<file path="src/rtl/reg_seq_pkg.sv">
package reg_seq_pkg;
  typedef enum logic [2:0] {
    ST_OFF, ST_DLY, ST_RAMP, ST_CAL, ST_RUN, ST_HIC, ST_HOT
  } seq_st_e;

  function automatic int max3(input int a, input int b, input int c);
    int m;
    m = (a > b) ? a : b;
    return (m > c) ? m : c;
  endfunction
endpackage

</file>
<file path="src/rtl/reg_seq_tmr.sv">
module reg_seq_tmr #(
  parameter int W = 8
) (
  input  logic         clk_i,
  input  logic         rst_ni,
  input  logic         clr_i,
  input  logic         tick_i,
  input  logic [W-1:0] lim_i,
  output logic         done_o
);
  logic [W-1:0] cnt_q;

  always_ff @(posedge clk_i or negedge rst_ni) begin
    if (!rst_ni)     cnt_q <= '0;
    else if (clr_i)  cnt_q <= '0;
    else if (tick_i) cnt_q <= cnt_q + 1'b1;
  end

  assign done_o = tick_i && (cnt_q == lim_i - 1'b1);
endmodule

</file>
<file path="src/rtl/reg_seq_runcnt.sv">
module reg_seq_runcnt #(
  parameter int N = 32
) (
  input  logic clk_i,
  input  logic rst_ni,
  input  logic clr_i,
  input  logic stb_i,
  input  logic hit_i,
  output logic full_o
);
  localparam int W = $clog2(N + 1);
  logic [W-1:0] cnt_q;

  assign full_o = (cnt_q == W'(N));

  always_ff @(posedge clk_i or negedge rst_ni) begin
    if (!rst_ni)     cnt_q <= '0;
    else if (clr_i)  cnt_q <= '0;
    else if (stb_i)  cnt_q <= !hit_i ? '0 : (full_o ? cnt_q : cnt_q + 1'b1);
  end
endmodule

</file>
<file path="src/rtl/reg_seq.sv">
module reg_seq
  import reg_seq_pkg::*;
#(
  parameter int START_DLY_US = 100,
  parameter int CAL_US       = 85,
  parameter int HICCUP_US    = 80,
  parameter int ILIM_CYC     = 32,
  parameter int DCM_CYC      = 32
) (
  input  logic clk_i,
  input  logic rst_ni,
  input  logic us_tick_i,
  input  logic cyc_stb_i,
  input  logic en_pin_i,
  input  logic sw_en_i,
  input  logic uvlo_ok_i,
  input  logic ot_hot_i,
  input  logic ot_cool_i,
  input  logic ilim_i,
  input  logic dcm_i,
  input  logic ramp_done_i,
  input  logic pfm_allow_i,
  input  logic dis_en_i,
  output logic sw_on_o,
  output logic ramp_req_o,
  output logic cal_pwm_o,
  output logic pfm_en_o,
  output logic dischg_o,
  output logic reg_rst_o
);
  localparam int TMAX = max3(START_DLY_US, CAL_US, HICCUP_US);
  localparam int TW   = $clog2(TMAX + 1);

  seq_st_e       state_q, state_d;
  logic          en_ok, active, timed;
  logic          tmr_clr, tmr_done;
  logic [TW-1:0] tmr_lim;
  logic          ilim_full, dcm_full, ilim_trip;

  assign en_ok  = en_pin_i && sw_en_i && uvlo_ok_i;
  assign active = (state_q == ST_RAMP) || (state_q == ST_CAL) || (state_q == ST_RUN);
  assign timed  = (state_q == ST_DLY) || (state_q == ST_CAL) || (state_q == ST_HIC);

  always_comb begin
    case (state_q)
      ST_DLY:  tmr_lim = TW'(START_DLY_US);
      ST_CAL:  tmr_lim = TW'(CAL_US);
      ST_HIC:  tmr_lim = TW'(HICCUP_US);
      default: tmr_lim = '1;
    endcase
  end

  assign tmr_clr = (state_d != state_q) || !timed;

  reg_seq_tmr #(.W(TW)) u_tmr (
    .clk_i (clk_i), .rst_ni (rst_ni), .clr_i (tmr_clr),
    .tick_i (us_tick_i), .lim_i (tmr_lim), .done_o (tmr_done)
  );

  // over-current run length, only counted while switching
  reg_seq_runcnt #(.N(ILIM_CYC)) u_ilim (
    .clk_i (clk_i), .rst_ni (rst_ni), .clr_i (!active),
    .stb_i (cyc_stb_i), .hit_i (ilim_i), .full_o (ilim_full)
  );

  // light-load run length, only counted in run
  reg_seq_runcnt #(.N(DCM_CYC)) u_dcm (
    .clk_i (clk_i), .rst_ni (rst_ni), .clr_i (state_q != ST_RUN),
    .stb_i (cyc_stb_i), .hit_i (dcm_i), .full_o (dcm_full)
  );

  assign ilim_trip = active && cyc_stb_i && ilim_i && ilim_full;

  always_comb begin
    state_d = state_q;
    case (state_q)
      ST_OFF:  if (en_ok)       state_d = ST_DLY;
      ST_DLY:  if (tmr_done)    state_d = ST_RAMP;
      ST_RAMP: if (ramp_done_i) state_d = ST_CAL;
      ST_CAL:  if (tmr_done)    state_d = ST_RUN;
      ST_HIC:  if (tmr_done)    state_d = ST_RAMP;
      ST_HOT:  if (ot_cool_i)   state_d = ST_RAMP;
      default: ;
    endcase
    if (ilim_trip) state_d = ST_HIC;
    if (ot_hot_i && state_q != ST_HOT) state_d = ST_HOT;
    if (!en_ok) state_d = ST_OFF;
  end

  always_ff @(posedge clk_i or negedge rst_ni) begin
    if (!rst_ni) state_q <= ST_OFF;
    else         state_q <= state_d;
  end

  assign sw_on_o    = active;
  assign ramp_req_o = (state_q == ST_RAMP);
  assign cal_pwm_o  = (state_q == ST_CAL);
  assign pfm_en_o   = (state_q == ST_RUN) && pfm_allow_i && dcm_full;
  assign dischg_o   = (state_q == ST_OFF) && dis_en_i;
  assign reg_rst_o  = !(en_pin_i && uvlo_ok_i);
endmodule

</file>
<file path="config.mk">
export PLATFORM = sky130hd
export DESIGN_NAME = reg_seq
export DESIGN_NICKNAME = d
export VERILOG_FILES = /design/src/rtl/reg_seq_pkg.sv /design/src/rtl/reg_seq_tmr.sv /design/src/rtl/reg_seq_runcnt.sv /design/src/rtl/reg_seq.sv
export SDC_FILE = /design/constraint.sdc
export NUM_CORES = 1
export LEC_CHECK = 0
export BUFFER_PORTS_ARGS = -buffer_cell sky130_fd_sc_hd__clkbuf_2
export CORE_UTILIZATION = 43
export CTS_CLUSTER_DIAMETER = 50
export CTS_CLUSTER_SIZE = 40
export DETAILED_ROUTE_END_ITERATION = 6
export GPL_ROUTABILITY_DRIVEN = 0
export PLACE_DENSITY = 0.73
export RECOVER_POWER = 50
export SYNTH_ARGS = -nofsm -noshare
export SYNTH_HDL_FRONTEND = slang
export SYNTH_SLANG_ARGS = --single-unit
</file>
<file path="constraint.sdc">
create_clock -name clk_i -period 2.6 [get_ports clk_i]
set_input_delay 0.26 -clock clk_i [delete_from_list [all_inputs] [get_ports clk_i]]
set_output_delay 0.26 -clock clk_i [all_outputs]
set_load 0.02 [all_outputs]
</file>
# == After elaboration in Yosys (flattened, before gate mapping) ==
# Cells that the tools add are included.
# W data, S select, Z words.
# totals
output_inout_bits,6
inputBits,14
ff_bits,22
# op_classes
n_reduce_logical,24
eq_ne,15
n_mux,19
add_sub_neg,4
# ops
op,count
$mux W6,8
$mux W3,7
$pmux W6 S3,1
$pmux W3 S5,1
$mux W7,2
$add A6 B1 Y6 const B,2
$eq A6 B6 Y1 const B,2
$logic_and A1 B1 Y1,11
$eq A3 B3 Y1 const B,3
$ne A3 B3 Y1 const B,3
$add A7 B1 Y7 const B,1
$eq A7 B7 Y1,1
$sub A7 B1 Y7 const B,1
$eq A3 B2 Y1 const B,2
$logic_or A1 B1 Y1,5
$reduce_and A2 Y1,2
$reduce_bool A2 Y1,2
$eq A3 B1 Y1 const B,1
$logic_not A3 Y1,1
$ne A3 B2 Y1 const B,1
$ne A3 B3 Y1,1
$logic_not A1 Y1,2
$ne A2 B2 Y1 const B,1
$reduce_or A2 Y1,1

# == Logic depth before layout (Yosys ltp) ==
# depth
ltp_word,13
depth_mapped,8
mapped_depth_nobuf,8

# == By module ==
# From an unflattened synthesis, not the netlist that was laid out.
# hier_totals
cells_unflattened,194
hier_area_um2,1661.6
# modules_own_cells
module,area_each_um2,cells_each,seq_area_each_um2,n_inst
reg_seq_runcnt,380.4,43,150.1,2
reg_seq_tmr,553.0,58,175.2,1
reg_seq,347.8,50,75.1,1

# == Worst setup path after synthesis ==
# No wires, ideal clock.
# synth_path
path_type,reg2reg
from,register state_q[2]
to,register u_tmr.cnt_q[0]
synth_period_minus_slack_ns,1.892
slack_ns,0.708
n_path_buf,0
arrival_time_ns,1.762
stages_incl_launch_ff,7
required_time_ns,2.470
setup_time_ns,0.130
path_cell_list,dfrtp_1 nand2b_1 a2111o_1 a211oi_4 a211oi_2 o211ai_2 nor2_1
# synth_between
elab_chain_cells,13
elab_cells_between_ends,34
# synth_rtl
item,line,text
from (decl),reg_seq.sv:34,"seq_st_e state_q, state_d;"
from (signal assigned),reg_seq.sv:92,else state_q <= state_d;
"$eq A3 B3 Y1, or another cell as far along","reg_seq.sv:42, reg_seq.sv:45, reg_seq.sv:76",
$pmux W6 S3,reg_seq.sv:45,case (state_q)
$sub A7 B1 Y7,reg_seq_tmr.sv:19,assign done_o = tick_i && (cnt_q == lim_i - 1'b1);
$eq A7 B7 Y1,reg_seq_tmr.sv:19,
$logic_and A1 B1 Y1,reg_seq_tmr.sv:19,
$mux W3 (on tied branches),"reg_seq.sv:78, reg_seq.sv:81, reg_seq.sv:80",
$pmux W3 S5,reg_seq.sv:76,case (state_q)
$mux W3,reg_seq.sv:85,if (ilim_trip) state_d = ST_HIC;
$mux W3,reg_seq.sv:86,if (ot_hot_i && state_q != ST_HOT) state_d = ST_HOT;
$mux W3,reg_seq.sv:87,if (!en_ok) state_d = ST_OFF;
$ne A3 B3 Y1,reg_seq.sv:53,assign tmr_clr = (state_d != state_q) || !timed;
$logic_or A1 B1 Y1 *,reg_seq.sv:53,
$mux W7 / $reduce_bool A2 Y1 (equally long branches),n/a,
to (signal assigned),reg_seq_tmr.sv:16,else if (tick_i) cnt_q <= cnt_q + 1'b1;
to (decl),reg_seq_tmr.sv:11,logic [W-1:0] cnt_q;
# Every way passes the cells marked *; elsewhere a longest branch is shown, timed or not.
# A chain may end at the register's enable or synchronous reset.

# == Final worst setup path ==
# layout_path
from,register state_q[0]
to,register u_tmr.cnt_q[5]
# Same word-level chain as after synthesis.

==> flow_summary.json <==
{
  "hold_path_end": "state_q[0]",
  "routedWlPerCell_um": 12.59,
  "synth.cell_area_um2": 1494,
  "numCtsBuffers": 3,
  "yosys_warnings": 0,
  "crit_slowest_cell": "dfrtp_1",
  "syn_nets": 195,
  "crit_family": "compound AO/OA/AOI/OAI gates",
  "p_per_area_nw_per_um2": 406.0,
  "cp-start-kind": "register",
  "end_kind": "register",
  "clkPwrFrac_pct": 39.7,
  "vdd_ir_drop_max_mv": 0.2151,
  "p_sw_share_pct": 23.72,
  "crit_fanout": 9,
  "fin_tns_setup_ns": 0,
  "synth_area_leaders": "dfrtp_1, nor2_1, ha_1",
  "hold_viol": 0,
  "crit_path_max_incr_delay_ns": 0.52,
  "synth-edff-count": 0,
  "min_period_over_period_pct": 84.84,
  "synth-seq-cells": 22,
  "p_comb_share_pct": 9.6,
  "antenna_cells": 0,
  "fp-row-count": 21,
  "h-tree-depth": 1,
  "ios": 20,
  "die_w_um": 60.94,
  "ant_nets": 0,
  "post_cts_buffers": 0,
  "synthCells": 176,
  "worstPathArrival_ns": 2.42,
  "holdCritStartpoint": "ot_hot_i",
  "dieHeight_um": 60.94,
  "netSwitchingPower_uw": 163.0,
  "reg2reg_slack_ns": 0.39,
  "grt_antenna_before_repair": 0,
  "finalWirelength_um": 3034,
  "crit_required_ns": 2.81,
  "synthTopCellsByCount": "nor2_1, dfrtp_1, nand2_1",
  "worstMarginPinSlew_ns": 1.195,
  "reg2regPathDepth": 6,
  "ctsHoldBuffers": 1,
  "fillers": 319,
  "grt_max_degree": 23,
  "area_delta_synth_final_pct": 13.23,
  "dp_hpwl_um": 2215,
  "setup_violations": 0,
  "fin_util_pct": 50.69,
  "root_buffer": "clkbuf_4",
  "cts_resized": 0,
  "cp.buffers_inverters": 0,
  "drv_cap": 0,
  "async_reset_ff_share_pct": 100.0,
  "ys_seq_area_share_pct": 36.85,
  "synth_area_per_cell_um2": 8.488,
  "fmax_mhz": 453.3,
  "clk_pin_slew_ns": 0.13,
  "via_per_inst": 5.477,
  "period_minus_slack_ns": 2.206,
  "grt_usage_pct": 18.14,
  "cts_tree": "done",
  "clock_latency_ns": 0.32,
  "synth_cell_types": 47,
  "cts.sink_count": 22,
  "synthFlopType": "dfrtp_1",
  "grt_overflow": 0,
  "p_int_uw": 523.9,
  "layout.nets": 215,
  "min_path_type": "in -> reg",
  "drt_iter0_drc": 91,
  "r2r-end": "u_tmr.cnt_q[5]",
  "pwr-share-seq_pct": 50.7,
  "rr_startpoint": "state_q[0]",
  "hold_path_depth": 2,
  "status": "finished clean",
  "num_vias": 1320,
  "slew_viol_final": 0,
  "firstDrtPassIters": 4,
  "crit_chain": "nand2b_1 > a2111o_1 > a211oi_4 > a211oi_2 > o211ai_2 > nor2_1",
  "coreArea_um2": 3337,
  "drc_errors": 0,
  "slew_headroom_pct": 20.33,
  "dieArea_um2": 3714,
  "portBuffers": 19,
  "clock_path_buffers": 2,
  "grt_pass1_wl_um": 5002,
  "grt_setup_unrepaired": "no",
  "start_util_pct": 44.77,
  "crit_type": "reg -> reg",
  "synth_top_cell_area_share_pct": 36.85,
  "grt_pass1_vias": 1133,
  "final_layout_size_suffix_gt1_share_pct": 15.38,
  "synth_top_area_cell": "dfrtp_1",
  "leakagePower_nw": 0.6996,
  "fin_skew_ns": 0.002852,
  "synth.most_common_cell": "nor2_1"
}
## layer usage
layer  GRT usage [%]  part of all wire [%]  up-vias
met5               0                     0        -
met4           6.169                   1.1        0
met3           3.198                   3.1        4
met2           31.24                    49       28
met1           22.94                    47      624
li1                -                     -      664
## power groups by stage
stage	Combinational [mW]	Sequential (mW)	Clock, mW
after floorplan	0.0374	0.353	0
after global placement	0.0650	0.354	0
after detailed placement	0.0659	0.354	0
after CTS	0.0673	0.348	0.277
after global routing	0.0741	0.349	0.292
final	0.0661	0.348	0.273
## area by class of cell
class | count | area [µm²] | area share [%]
clock inverter | 1 | 30.03 | 1.775
tap | 46 | 57.56 | 3.402
inverter | 10 | 37.54 | 2.219
clock buffer | 3 | 22.52 | 1.331
timing repair buffer | 22 | 117.6 | 6.953
sequential | 22 | 550.5 | 32.54
multi-input combinational | 137 | 875.8 | 51.78
## worst max-delay path by stage
stage	startpoint	to	slack, ns	cells past startpoint
finish	state_q[0]	u_tmr.cnt_q[5]	0.39	6
global route	state_q[1]	u_tmr.cnt_q[6]	0.24	6
CTS	state_q[0]	u_tmr.cnt_q[6]	0.41	6
detailed placement	state_q[0]	u_tmr.cnt_q[6]	0.42	6
global placement	state_q[1]	u_tmr.cnt_q[2]	0.51	6
floorplan	state_q[2]	u_tmr.cnt_q[0]	0.71	6
## flip-flops by register name (all words and copies together), names as in the netlist
signal and cells:
u_ilim.cnt_q 6, u_dcm.cnt_q 6, u_tmr.cnt_q 7, state_q 3
## cell families (layout without fill, tap and decap cells)
family | Yosys count | in the layout | synth area share, %
AND/OR/NAND/NOR | 79 | 79 | 26.55
AO/OA/AOI/OAI | 39 | 39 | 19.35
flip-flops | 22 | 22 | 36.85
buffers and inverters | 17 | 36 | 4.522
XOR/XNOR | 11 | 11 | 6.449
adder cells (fa/ha/maj) | 5 | 5 | 4.188
multiplexers | 3 | 3 | 2.094
## stage by stage
step | total power [mW] | instance area (µm²) | hold slack [ns] | cells | worst slack [ns]
final | 0.6868 | 1692 | 0.1782 | 241 | 0.3941
after global placement | 0.4195 | 1632 | 0.2827 | 236 | 0.5103
after detailed placement | 0.4203 | 1632 | 0.2835 | 236 | 0.4176
after floorplan | 0.3899 | 1494 | -0.03559 | 176 | 0.7078
after CTS | 0.6919 | 1694 | 0.1637 | 241 | 0.4056
after global routing | 0.7146 | 1692 | 0.1680 | 241 | 0.2422
## cell usage in the layout, fill, tap and decap left out, types with 3 or more instances in the layout
cell / n
nor2_1: 26
dfrtp_1: 22
clkbuf_2: 17
nand2_1: 15
inv_1: 9
nand4_1: 8
nand3_1: 8
a21oi_1: 7
xor2_1: 6
o21ai_0: 6
nor3_1: 5
xnor2_1: 5
ha_1: 5
a22oi_1: 4
nand2b_1: 3
nor2b_1: 3
o21ai_1: 3
clkbuf_4: 3
Note: power is estimated with default switching activity, not from simulation.
